<file path="src/rtl/pwrseq_pkg.sv">
// Shared types for the supply-rail sequencer.
// Assumes: one state register, one rail index register.
package pwrseq_pkg;

    typedef enum logic [2:0] {
        ST_IDLE_OFF   = 3'd0,
        ST_ON_RAIL    = 3'd1,
        ST_ON_GUARD   = 3'd2,
        ST_ON_HOLD    = 3'd3,
        ST_IDLE_ON    = 3'd4,
        ST_OFF_START  = 3'd5,
        ST_OFF_RAIL   = 3'd6,
        ST_OFF_SETTLE = 3'd7
    } seq_state_e;

endpackage

</file>
<file path="src/rtl/pwrseq_us_tick.sv">
// Microsecond tick prescaler.
// Emits a one-cycle pulse every CYC_PER_US clocks. It is free-running.
// Assumes: CYC_PER_US >= 1.
module pwrseq_us_tick #(
    parameter int CYC_PER_US = 125
) (
    input  logic clk,
    input  logic rst_n,
    output logic tick
);
    generate
        if (CYC_PER_US == 1) begin : g_pass
            assign tick = 1'b1;
        end else begin : g_div
            localparam int CW = $clog2(CYC_PER_US);
            localparam logic [CW-1:0] LAST = CW'(CYC_PER_US - 1);
            logic [CW-1:0] cnt_q;

            // Count clocks and wrap once per microsecond.
            always_ff @(posedge clk) begin
                if (!rst_n)              cnt_q <= '0;
                else if (cnt_q == LAST)  cnt_q <= '0;
                else                     cnt_q <= cnt_q + CW'(1);
            end

            assign tick = (cnt_q == LAST);
        end
    endgenerate
endmodule

</file>
<file path="src/rtl/pwrseq_pg_sync.sv">
// Two-flop synchronizer for the power-good inputs, one chain per rail.
// Assumes: inputs are level signals that are slow compared with clk.
module pwrseq_pg_sync #(
    parameter int NUM_RAILS = 6
) (
    input  logic                 clk,
    input  logic                 rst_n,
    input  logic [NUM_RAILS-1:0] pg_raw,
    output logic [NUM_RAILS-1:0] pg_sync
);
    genvar r;
    generate
        for (r = 0; r < NUM_RAILS; r++) begin : g_rail
            logic meta_q, stab_q;

            // Resample the raw power-good twice.
            always_ff @(posedge clk) begin
                if (!rst_n) begin
                    meta_q <= 1'b0;
                    stab_q <= 1'b0;
                end else begin
                    meta_q <= pg_raw[r];
                    stab_q <= meta_q;
                end
            end

            assign pg_sync[r] = stab_q;
        end
    endgenerate
endmodule

</file>
<file path="src/rtl/pwrseq_us_timer.sv">
// Saturating microsecond counter with a clear input.
// `expired` is high once the count has reached `limit`. It is masked in the
// cycle in which clear is active.
// Assumes: `limit` stays constant while the FSM stays in a state.
module pwrseq_us_timer #(
    parameter int TW = 18
) (
    input  logic          clk,
    input  logic          rst_n,
    input  logic          clr,
    input  logic          tick,
    input  logic [TW-1:0] limit,
    output logic          expired
);
    logic [TW-1:0] cnt_q;

    // Restart on clear, otherwise advance on each tick until saturated.
    always_ff @(posedge clk) begin
        if (!rst_n || clr)            cnt_q <= '0;
        else if (tick && !(&cnt_q))   cnt_q <= cnt_q + TW'(1);
    end

    assign expired = !clr && (cnt_q >= limit);
endmodule

</file>
<file path="src/rtl/pwrseq_ctrl.sv">
// Ordered supply-rail power sequencer, top level.
// Brings rails up in the order 0..NUM_RAILS-1, with a power-good wait and timeout
// on each. Then it raises all_good, releases reset and reports powered-on,
// with a guard time between each of these. Tears down in reverse order with
// per-step settle times. A failed power-up falls into the full tear-down.
// Assumes: requests are sampled synchronously and pg_in is asynchronous.
module pwrseq_ctrl
    import pwrseq_pkg::*;
#(
    parameter int                       NUM_RAILS     = 6,
    parameter int                       CYC_PER_US    = 125,
    parameter int                       PG_TIMEOUT_US = 20000,
    parameter int                       US_PER_MS     = 1000,
    parameter int                       GUARD_MS      = 1,
    parameter logic [NUM_RAILS-1:0]     EN_ACTIVE_LOW = '0,
    parameter logic [NUM_RAILS*8-1:0]   OFF_SETTLE_MS = {8'd0, 8'd0, 8'd4, 8'd2, 8'd3, 8'd0}
) (
    input  logic                 clk,
    input  logic                 rst_n,
    input  logic                 pwr_on_req,
    input  logic                 pwr_off_req,
    input  logic [NUM_RAILS-1:0] pg_in,
    output logic [NUM_RAILS-1:0] en_out,
    output logic                 dev_rst_n,
    output logic                 all_good,
    output logic                 busy,
    output logic                 powered_on,
    output logic                 fault,
    output logic [NUM_RAILS-1:0] rail_fault
);
    localparam int IDX_W    = (NUM_RAILS > 1) ? $clog2(NUM_RAILS) : 1;
    localparam int GUARD_US = GUARD_MS * US_PER_MS;
    localparam int MAX_US   = (PG_TIMEOUT_US > 255 * US_PER_MS) ? PG_TIMEOUT_US
                            : ((GUARD_US > 255 * US_PER_MS) ? GUARD_US : 255 * US_PER_MS);
    localparam int TW       = $clog2(MAX_US + 1) + 1;
    localparam logic [IDX_W-1:0] LAST_IDX = IDX_W'(NUM_RAILS - 1);

    seq_state_e           state_q;
    logic [IDX_W-1:0]     idx_q;
    logic [NUM_RAILS-1:0] en_log_q;
    logic [NUM_RAILS-1:0] flt_q;
    logic [NUM_RAILS-1:0] pg_s;
    logic                 dev_rst_q, good_q, on_q, clr_q;
    logic                 tick, expired;
    logic [TW-1:0]        limit;
    logic [IDX_W-1:0]     idx_up, idx_dn;
    int                   settle_ms;

    pwrseq_us_tick #(.CYC_PER_US(CYC_PER_US)) u_tick (
        .clk(clk), .rst_n(rst_n), .tick(tick)
    );

    pwrseq_pg_sync #(.NUM_RAILS(NUM_RAILS)) u_sync (
        .clk(clk), .rst_n(rst_n), .pg_raw(pg_in), .pg_sync(pg_s)
    );

    pwrseq_us_timer #(.TW(TW)) u_timer (
        .clk(clk), .rst_n(rst_n), .clr(clr_q), .tick(tick),
        .limit(limit), .expired(expired)
    );

    assign idx_up = idx_q + IDX_W'(1);
    assign idx_dn = idx_q - IDX_W'(1);

    // Look up the settle time of the current tear-down step (step = last - rail).
    always_comb begin
        settle_ms = 0;
        for (int k = 0; k < NUM_RAILS; k++) begin
            if (idx_q == IDX_W'(k))
                settle_ms = int'(OFF_SETTLE_MS[(NUM_RAILS-1-k)*8 +: 8]);
        end
    end

    // Select the wait length for the current state, in microseconds.
    always_comb begin
        case (state_q)
            ST_ON_RAIL, ST_OFF_RAIL:  limit = TW'(PG_TIMEOUT_US);
            ST_ON_GUARD, ST_ON_HOLD:  limit = TW'(GUARD_US);
            ST_OFF_SETTLE:            limit = TW'(settle_ms * US_PER_MS);
            default:                  limit = '0;
        endcase
    end

    // Main sequencing FSM: rail walk, guard times and the request filter.
    always_ff @(posedge clk) begin
        if (!rst_n) begin
            state_q   <= ST_IDLE_OFF;
            idx_q     <= '0;
            en_log_q  <= '0;
            flt_q     <= '0;
            dev_rst_q <= 1'b0;
            good_q    <= 1'b0;
            on_q      <= 1'b0;
            clr_q     <= 1'b1;
        end else begin
            clr_q <= 1'b0;
            case (state_q)
                ST_IDLE_OFF: begin
                    if (pwr_on_req) begin
                        flt_q       <= '0;
                        dev_rst_q   <= 1'b0;
                        idx_q       <= '0;
                        en_log_q[0] <= 1'b1;
                        clr_q       <= 1'b1;
                        state_q     <= ST_ON_RAIL;
                    end
                end
                ST_ON_RAIL: begin
                    if (pg_s[idx_q]) begin
                        clr_q <= 1'b1;
                        if (idx_q == LAST_IDX) begin
                            good_q  <= 1'b1;
                            state_q <= ST_ON_GUARD;
                        end else begin
                            idx_q            <= idx_up;
                            en_log_q[idx_up] <= 1'b1;
                        end
                    end else if (expired) begin
                        flt_q[idx_q] <= 1'b1;
                        state_q      <= ST_OFF_START;
                    end
                end
                ST_ON_GUARD: begin
                    if (expired) begin
                        dev_rst_q <= 1'b1;
                        clr_q     <= 1'b1;
                        state_q   <= ST_ON_HOLD;
                    end
                end
                ST_ON_HOLD: begin
                    if (expired) begin
                        on_q    <= 1'b1;
                        state_q <= ST_IDLE_ON;
                    end
                end
                ST_IDLE_ON: begin
                    if (pwr_off_req) begin
                        flt_q     <= '0;
                        dev_rst_q <= 1'b0;
                        on_q      <= 1'b0;
                        state_q   <= ST_OFF_START;
                    end
                end
                ST_OFF_START: begin
                    good_q             <= 1'b0;
                    idx_q              <= LAST_IDX;
                    en_log_q[LAST_IDX] <= 1'b0;
                    clr_q              <= 1'b1;
                    state_q            <= ST_OFF_RAIL;
                end
                ST_OFF_RAIL: begin
                    if (!pg_s[idx_q] || expired) begin
                        if (pg_s[idx_q]) flt_q[idx_q] <= 1'b1;
                        clr_q   <= 1'b1;
                        state_q <= ST_OFF_SETTLE;
                    end
                end
                ST_OFF_SETTLE: begin
                    if (expired) begin
                        if (idx_q == '0) begin
                            state_q <= ST_IDLE_OFF;
                        end else begin
                            idx_q            <= idx_dn;
                            en_log_q[idx_dn] <= 1'b0;
                            clr_q            <= 1'b1;
                            state_q          <= ST_OFF_RAIL;
                        end
                    end
                end
                default: state_q <= ST_IDLE_OFF;
            endcase
        end
    end

    assign en_out     = en_log_q ^ EN_ACTIVE_LOW;
    assign dev_rst_n  = dev_rst_q;
    assign all_good   = good_q;
    assign powered_on = on_q;
    assign rail_fault = flt_q;
    assign fault      = |flt_q;
    assign busy       = (state_q != ST_IDLE_OFF) && (state_q != ST_IDLE_ON);
endmodule

</file>
<file path="config.mk">
export PLATFORM = sky130hd
export DESIGN_NAME = pwrseq_ctrl
export DESIGN_NICKNAME = d
export VERILOG_FILES = /design/src/rtl/pwrseq_pkg.sv /design/src/rtl/pwrseq_us_tick.sv /design/src/rtl/pwrseq_pg_sync.sv /design/src/rtl/pwrseq_us_timer.sv /design/src/rtl/pwrseq_ctrl.sv
export SDC_FILE = /design/constraint.sdc
export NUM_CORES = 1
export LEC_CHECK = 0
export ABC_CLOCK_PERIOD_IN_PS = 9160
export BUFFER_PORTS_ARGS = -buffer_cell sky130_fd_sc_hd__buf_2
export CORE_AREA = 5 5 116 118
export DETAILED_ROUTE_END_ITERATION = 10
export DIE_AREA = 0 0 121 123
export GPL_TIMING_DRIVEN = 0
export SYNTH_ARGS = -nofsm -noshare
export SYNTH_HDL_FRONTEND = slang
export SYNTH_SLANG_ARGS = --single-unit
</file>
<file path="constraint.sdc">
create_clock -name clk -period 9.16 [get_ports clk]
set_clock_uncertainty 0.2 [all_clocks]
set_input_delay 1.832 -clock clk [delete_from_list [all_inputs] [get_ports clk]]
set_output_delay 1.832 -clock clk [all_outputs]
set_load 0.005 [all_outputs]
</file>
==> impl.org, run 1 <==
** Run status
- Status :: complete, no violations

** Clock network
- The tree is rooted in a clkbuf_16.
- Bufs on Longest Clock Path :: 2
- In this run, CTS created clock tree buffers numbering 9.
- Clock sink count :: 60
- Total of cells resized after clock tree synthesis :: 0
- TritonCTS built the clock tree.
- Clock latency on the worst-skew pair, taken at its later pin, is 330 ps.
- Maximum level of the CTS H-tree :: 3
- Clock-pin slew was measured on the worst setup and hold paths at 50 ps.
- After clock tree synthesis, the setup repair step added 0 buffers.
- Hold repair after CTS inserted 0 buffers.

** Setup path
- Capture point of the worst reg-to-reg path :: en_out[0]
- Arrival time of data at the critical path endpoint :: 6610 ps
- The critical path is of the reg2reg type.
- Worst R2R Start :: idx_q[0]
- Counting cells, the worst reg-to-reg path comes to 23.
- STA classifies the critical path startpoint as a flip-flop.
- Of all nets on the critical path, the largest fanout is 11.
- Worst Setup End Kind :: flip-flop
- Required time of the critical path :: 9180 ps
- Reg2Reg Setup Slack :: 2570 ps

** Global route
- Entering global routing, the biggest net connects 12 pins.
- First-pass GRT wire length :: 15200 µm
- The via count of the first global-routing pass came to 3082.
- Global routing finished with a remaining overflow of 0.
- The number of antenna violations at the first check in global routing is 0.
- For this run, the total global-route usage over all layers was measured as 12.9%.

** Synthesis
- Sequential share of the synthesized area :: 33.5%
- Yosys attributes the largest share of cell area to dfxtp_1, ha_1, nor2_1, nand2_1, xor2_1.
- Synth Net Count :: 478
- After synthesis, the netlist uses 57 different library cells.
- Ys async rst share :: 0%
- Cells after synthesis :: 432
- Yosys mapped a number of flops with a built-in enable equal to 0.
- Combined area of all synthesized cells :: 3590 µm²
- Counting flops and latches in the post-synthesis netlist gives 60.
- Primary FF master, synth :: dfxtp_1
- The Yosys step of the flow raised 0 warnings.
- Yosys top cell area share :: 33.5%
- Synthesized area per cell :: 8.30 µm²
- The biggest area contributor in the post-synthesis netlist is dfxtp_1.

** Power
- Power density cells :: 236 nW/µm²
- Share of total power consumed by net switching :: 35.2%
- Fraction of power consumed by sequential logic :: 28.4%
- In this run, the combinational gates consume 34.3% of the power.
- In this run, the clock network consumes 37.2% of the power.
- Total net switching power :: 355 µW
- The worst-case IR drop observed on VDD is 0.0000897 V.
- Internal power contribution :: 655 µW
- The analysis attributes to cell leakage a power of 0.00177 µW.

** Floorplanning
- Count of pins on the block boundary :: 27
- In this run the standard cell core region covers 12400 µm².
- Die W :: 121 µm
- Effective utilization at floorplan :: 29.0%
- Die height :: 123 µm
- The floorplan step defined a die boundary enclosing 14900 µm².
- Number of placement rows :: 41

** Timing
- Worst-case headroom to the max-slew limit :: 59.6%
- Subtracting the final worst setup slack from the clock period gives 6590 ps.
- Worst Tran Pin Value :: 606 ps
- Count of pins over their slew limit :: 0
- Count of endpoints failing hold in the final timing report :: 0
- Final Cycle Share :: 71.9%
- After routing, the total negative slack on setup checks comes to 0 ps.
- Setup violations remaining at the end of the flow were counted as 0.
- Unrepaired setup endpoints after global routing :: false
- Worst Slack Setup Final :: 2570 ps
- Static timing analysis puts the maximum clock frequency at 152 MHz.

** Finish
- Fin nets :: 515
- Fill cells in the final layout number 1255.
- 0 antenna diodes ended up in the layout.
- Of the cells placed in the final design, the portion with a size suffix greater than 1 is 12.4%.
- P&R area growth vs syn :: 19.0%

** Worst hold path
- Hold Crit Class :: reg2reg
- Number of cells traversed by the worst hold path :: 1
- Worst Hold Endpoint :: u_sync.g_rail[3].stab_q
- Hold Startpoint :: u_sync.g_rail[3].meta_q

** Placement
- Gpl congestion :: 0.885
- Post-place setup slack :: 2660 ps
- The HPWL after detailed placement is 6710 µm.
- In this run the tool buffered the top-level ports with 26 buffer cells.

** Route
- Via count :: 3075
- Total wirelength of the detailed-routed design :: 8820 µm
- Average detailed-routed wire length per instance :: 13.6 µm
- For this run, the detailed router's first-pass iteration total came to 4.
- In this run, the number of DRC markers left after iteration 0 of detailed routing was 128.
- Using the TritonRoute via totals, the vias-per-cell ratio works out to 4.76.
- Final antenna-violating net count :: 0
- DRC :: 0

** Flow run
- Across the run, the number of max-cap violations was 0.
## cells in the mapped netlist (6+ instances only)
master	instances
nand4_1	7
ha_1	35
xnor2_1	6
nor2_1	49
dfxtp_1	60
o21ai_0	20
nor2b_1	8
nand3_1	19
nor3_1	12
xor2_1	20
clkbuf_1	9
o31ai_1	6
and3_1	8
a21oi_1	22
nand2_1	47
and2_1	13
inv_1	23
## power by group through the flow
stage | registers (µW) | logic (µW) | clock network, µW
6_report | 287 | 347 | 376
5_1_grt | 290 | 385 | 400
4_1_cts | 287 | 346 | 385
3_5_place_dp | 293 | 343 | 0
3_3_place_gp | 292 | 337 | 0
2_1_floorplan | 290 | 257 | 0
## routing by layer
metal | GRT usage [%] | share of wire, % | up-vias
li1 | - | - | 1574
met1 | 17.2 | 48 | 1428
met2 | 19.8 | 45 | 63
met3 | 3.80 | 5.6 | 10
met4 | 4.89 | 1.8 | 0
met5 | 0 | 0 | -
## worst max-delay path by stage
| stage | start | slack, ps | to | cells past startpoint |
|---|---|---|---|---|
| 2_1_floorplan | idx_q[0] | 3850 | en_out[0] | 23 |
| 3_3_place_gp | idx_q[0] | 2800 | en_out[0] | 23 |
| 3_5_place_dp | idx_q[0] | 2660 | en_out[0] | 23 |
| 4_1_cts | idx_q[0] | 2620 | en_out[0] | 23 |
| 5_1_grt | idx_q[0] | 2010 | en_out[0] | 23 |
| 6_report | idx_q[0] | 2570 | en_out[0] | 23 |
## kinds of logic after synthesis
| logic type | count (synthesis) | share of synthesized area [%] |
|---|---|---|
| simple gates | 183 | 25.5 |
| compound gates | 83 | 16.1 |
| flops | 60 | 33.5 |
| buf+inv | 38 | 4.08 |
| fa+ha+maj | 36 | 12.8 |
| xor+xnor | 26 | 6.35 |
| mux | 6 | 1.71 |
## layout make-up
class | count | area, µm² | area share [%]
timing repair buffer | 26 | 130 | 3.05
clock buffer | 11 | 253 | 5.92
tap | 172 | 215 | 5.04
inverter | 25 | 93.8 | 2.20
clock inverter | 5 | 83.8 | 1.96
buffer | 13 | 52.6 | 1.23
sequential | 60 | 1200 | 28.1
multi-input combinational | 334 | 2240 | 52.5
## sequential cells by signal (all words and copies together), names as in the netlist, 3 cells and up
name,count
u_tick.g_div.cnt_q,7
rail_fault,6
idx_q,3
u_timer.cnt_q,19
state_q,3
u_sync.g_rail.meta_q,6
en_out,6
u_sync.g_rail.stab_q,6
## worst max-delay path, stage by stage, from the launching register on
cell and delay [ps]:
dfxtp_1 480, clkbuf_1 430, clkinv_1 460, ha_1 380, nand3b_1 250, inv_1 210
nor2_1 270, ha_1 250, ha_1 240, inv_1 80, ha_1 260, nor2b_1 170
o21ai_0 150, nand2b_1 110, a311oi_1 350, xnor2_1 170, nand2_1 90, ha_1 330
a21oi_1 70, o211ai_1 310, o21bai_1 250, nor3_1 550, a31oi_1 170, o31a_1 260
## through the flow
stage	total power, µW	util, %	hold slack [ps]	cell area (µm²)	std cells
5_1_grt	1070	34.5	256	4270	646
3_3_place_gp	629	31.8	213	3930	630
2_1_floorplan	548	-	212	3590	432
4_1_cts	1020	34.5	230	4270	646
3_5_place_dp	635	31.8	219	3930	630
6_report	1010	34.5	230	4270	646
## layout by cell type, fill, tap and decap left out, types with 19 or more instances in the layout
cell / synthesis / final
buf_2: 2 / 28
ha_1: 35 / 35
o21ai_0: 20 / 20
inv_1: 23 / 23
nand3_1: 19 / 19
dfxtp_1: 60 / 60
nand2_1: 47 / 47
xor2_1: 20 / 20
nor2_1: 49 / 49
a21oi_1: 22 / 22
No activity file was read; power rests on OpenSTA's default activity.
==> inputs of run 2 (changes only) <==
ABC_AREA = 1   (was default)
ABC_CLOCK_PERIOD_IN_PS = 5500   (was 9160)
CORE_AREA = 5 5 121 123   (was 5 5 116 118)
DIE_AREA = 0 0 126 128   (was 0 0 121 123)
clock period = 5.5 ns   (was 9.16 ns; I/O delays follow)
==> impl.org, run 2 <==
** Route
- The number of remaining DRC errors was 0 (unchanged).
- Average vias per placed instance :: 4.50 (-5.4%)
- Via count :: 3718 (+21%)
- Average detailed-routed wire length per instance :: 11.5 µm (-16%)
- Total wirelength of the detailed-routed design :: 9470 µm (+7.4%)
- DRC marker count from the first detailed-route iteration :: 264 (+110%)
- Final antenna-violating net count :: 0 (unchanged)
- The first-pass iteration count of the detailed router is 5 (+1).

** Synthesis
- For this run, the leading register cell type out of synthesis is dfxtp_1.
- The number of storage elements in the synthesis netlist came to 60 (unchanged).
- Yosys instantiated no cell more often than nand2_1.
- The biggest area contributor in the post-synthesis netlist is dfxtp_1.
- Cells after synthesis :: 599 (+39%)
- Count of distinct cell types in the synthesized netlist :: 44 (-23%)
- Number of enable flip-flop cells after synthesis :: 0 (unchanged)
- The area of the mapped netlist came to 3970 µm² (+11%).
- Synthesized area per cell :: 6.62 µm² (-20%)
- The commonest cells after synthesis are nand2_1, inv_1, nor2_1, dfxtp_1, a21oi_1.
- Synth Net Count :: 645 (+35%)
- The number of warnings printed during yosys synthesis was 0 (unchanged).
- The share of the synthesized area in the top cell type is 30.3% (-3.2 points).
- Sequential share of the synthesized area :: 30.3% (-3.2 points)
- After synthesis, the cell types taking the most area are dfxtp_1, nand2_1, ha_1, inv_1, nor2_1.
- Ys async rst share :: 0% (unchanged)

** Placement
- Buffers on Ports :: 26 (unchanged)
- The number of placed instances, taps included is 805 (+28%).
- DP Wirelength :: 7130 µm (+6.3%)
- The placement-stage cell area is 4320 µm² (+9.9%).
- Gpl congestion :: 0.829 (-6.4%)

** Global route
- The global-route wire length before repair is 16300 µm (+6.8%).
- The number of antenna violations at the first check in global routing was 0 (unchanged).
- Number of global-route vias before repair :: 3466 (+12%)
- Leftover overflow at the end of global routing :: 0 (unchanged)
- Total global-route track usage :: 12.2% (-0.70 points)
- Largest net degree at the start of global routing :: 18 (+6)

** Setup path
- Reg2Reg Setup Slack :: 400 ps (-2170 ps)
- The most numerous cell type found on the critical path is nand2_1.
- Max stage delay on crit path :: 420 ps (-130 ps)
- Largest fanout of any net on the critical path :: 10 (-1)
- STA classifies the critical path startpoint as a flip-flop.
- The worst setup path is of the reg2reg kind.
- Arrival time of data at the critical path endpoint :: 5110 ps (-1500 ps)
- Worst R2R Start :: idx_q[0]
- CP Depth :: 31 (+35%)
- R2R depth :: 31 (+35%)
- The number of buffer and inverter stages on the critical path is 5 (+1).
- Slowest cell on crit path :: fa_1
- Worst Setup End Kind :: flip-flop
- The endpoint identified for the worst register-to-register timing path is idx_q[0].
- Required time of the critical path :: 5520 ps (-3660 ps)
- Among cell families on the critical path, the largest total delay comes from simple AND/OR/NAND/NOR gates.

** Finish
- Most used cells in the layout excluding fill and tap cells :: nand2_1, inv_1, nor2_1, dfxtp_1, a21oi_1
- The final antenna diode count came to 0 (unchanged).
- Fraction of layout instances using a drive strength above 1 :: 11.9% (-0.53 points)
- Final design instance area without fill :: 4650 µm² (+9.0%)
- The final net count was 688 (+34%).
- In the final layout, the registers with the most flip-flops are u_timer.cnt_q: 19 flops, u_tick.g_div.cnt_q: 7 flops.
- P&R area growth vs syn :: 17.3%
- The number of flip-flops in the largest register came to 19 (unchanged).
- Most common cell after layout, fill and taps aside :: nand2_1
- Register with the most flip-flops :: u_timer.cnt_q
- Filler-free cell count of the finished design :: 826 (+28%)

** Power
- The share of total power consumed by net switching came to 41.8% (+6.6 points).
- The cell area power density is 400 nW/µm² (+69%).
- Fraction of power consumed by sequential logic :: 26.9% (-1.5 points)
- Part of the total power dissipated in combinational logic :: 46.5% (+12 points)
- The cell-internal power is 1080 µW (+66%).
- The maximum vdd ir drop was 0.000206 V (+130%).
- The switching power summed over all nets came to 777 µW (+120%).
- The total power came to 1860 µW (+84%).
- The part of the total power dissipated in the clock network is 26.6% (-11 points).
- The static leakage power was 0.00221 µW (+25%).

** Run status
- The flow ran to the end, and the final reports show no timing, DRC or antenna violations.

** Timing
- Clock period minus final worst setup slack :: 5100 ps (-1490 ps)
- The number of setup violations in the final report is 0 (unchanged).
- The normalized max-slew margin was 64.2% (+4.6 points).
- Worst Tran Pin Value :: 536 ps (-69.5 ps)
- The fmax is 196 MHz (+29%).
- Count of pins over their slew limit :: 0 (unchanged)
- The part of the cycle the worst path needs is 92.7% (+21 points).
- Count of endpoints failing hold in the final timing report :: 0 (unchanged)

** Floorplanning
- The number of rows in the core area came to 43 (+4.9%).
- The starting utilization of the core area was 29.3% (+0.24 points).
- Die W :: 126 µm (+4.1%)
- The top-level port count came to 27 (unchanged).
- Die outline area :: 16100 µm² (+8.4%)
- The height of the die is 128 µm (+4.1%).
- The area inside the core boundary is 13600 µm² (+9.7%).

** Clock network
- The latest clock arrival within the worst-skew pair is 330 ps (about the same).
- The total clock sinks came to 60 (unchanged).
- Maximum level of the CTS H-tree :: 3 (unchanged)
- Bufs on Longest Clock Path :: 2 (unchanged)
- The tree is rooted in a clkbuf_16.
- TritonCTS built the clock tree.
- The number of buffers created by CTS is 9 (unchanged).
- Clock slew at reported path FFs :: 50 ps (about the same)

** Worst hold path
- The path class of the tightest hold or removal check is reg2reg.
- Number of cells traversed by the worst hold path :: 2 (+1)
- Hold Startpoint :: u_sync.g_rail[1].meta_q
- For hold timing, the worst endpoint is u_sync.g_rail[1].stab_q.

** Flow run
- The count of max-cap constraint violations came to 0 (unchanged).
[run 2: worst max-delay path by stage]
stage,start,to
global placement,idx_q[0],idx_q[0]
detailed placement,idx_q[0],idx_q[0]
CTS,idx_q[0],idx_q[0]
finish,idx_q[0],idx_q[0]
floorplan,idx_q[0],idx_q[0]
global route,idx_q[0],idx_q[0]
[run 2: logic make-up (layout without fill, tap and decap cells)]
kind of cell | Yosys count | count (layout) | synth area share [%]
and+or+nand+nor | 289 | 289 | 31.9
DFF | 60 | 60 | 30.3
buffers and inverters | 120 | 167 | 12.2
adders and majority gates | 36 | 36 | 11.5
xor gates and xnor gates | 12 | 12 | 2.65
AOI/OAI and AO/OA | 82 | 82 | 11.4
[run 2: power by group through the flow]
stage | clock, µW | sequential (µW) | combinational, µW
after floorplan | 0 | 503 | 636
after detailed placement | 0 | 507 | 826
after global placement | 0 | 506 | 824
after global routing | 529 | 504 | 992
after CTS | 510 | 498 | 830
final | 495 | 500 | 866
[run 2: cell type report]
cell class                      instances  area (µm²)
Multi-Input combinational cell        419        2300
Fill cell                            1521        8900
Clock buffer                           10         229
Tap cell                              180         225
Timing Repair Buffer                   33         183
Buffer                                 10        66.3
Inverter                              109         418
Sequential cell                        60        1200
Clock inverter                          5        30.0
[run 2: layer usage]
metal	global-route usage (%)	vias up	part of all wire, %
li1	-	1992	-
met1	15.7	1658	50
met2	20.4	56	45
met3	2.13	12	3.3
met4	4.79	0	1.8
met5	0	-	0
[run 2: worst min-delay path: stages, from the launching register on]
cell and delay, ps:
dfxtp_1 300, nand2_1 40, inv_1 40
[run 2: timing repair]
item	in CTS	in global routing
endpoints found under the setup margin	18	20
hold buffers	0	0
gates resized for setup	1	5
setup buffers	0	7
pin swaps	0	1
[run 2: stage by stage]
step / TNS [ps] / hold WS [ps] / utilization, % / setup slack, ps
2_1_floorplan: 0 / 190 / - / 579
3_3_place_gp: -3010 / 196 / 31.9 / -358
3_5_place_dp: -3650 / 196 / 31.9 / -392
4_1_cts: 0 / 208 / 33.8 / 16.3
5_1_grt: -156 / 236 / 34.3 / -54.4
6_report: 0 / 207 / 34.3 / 403
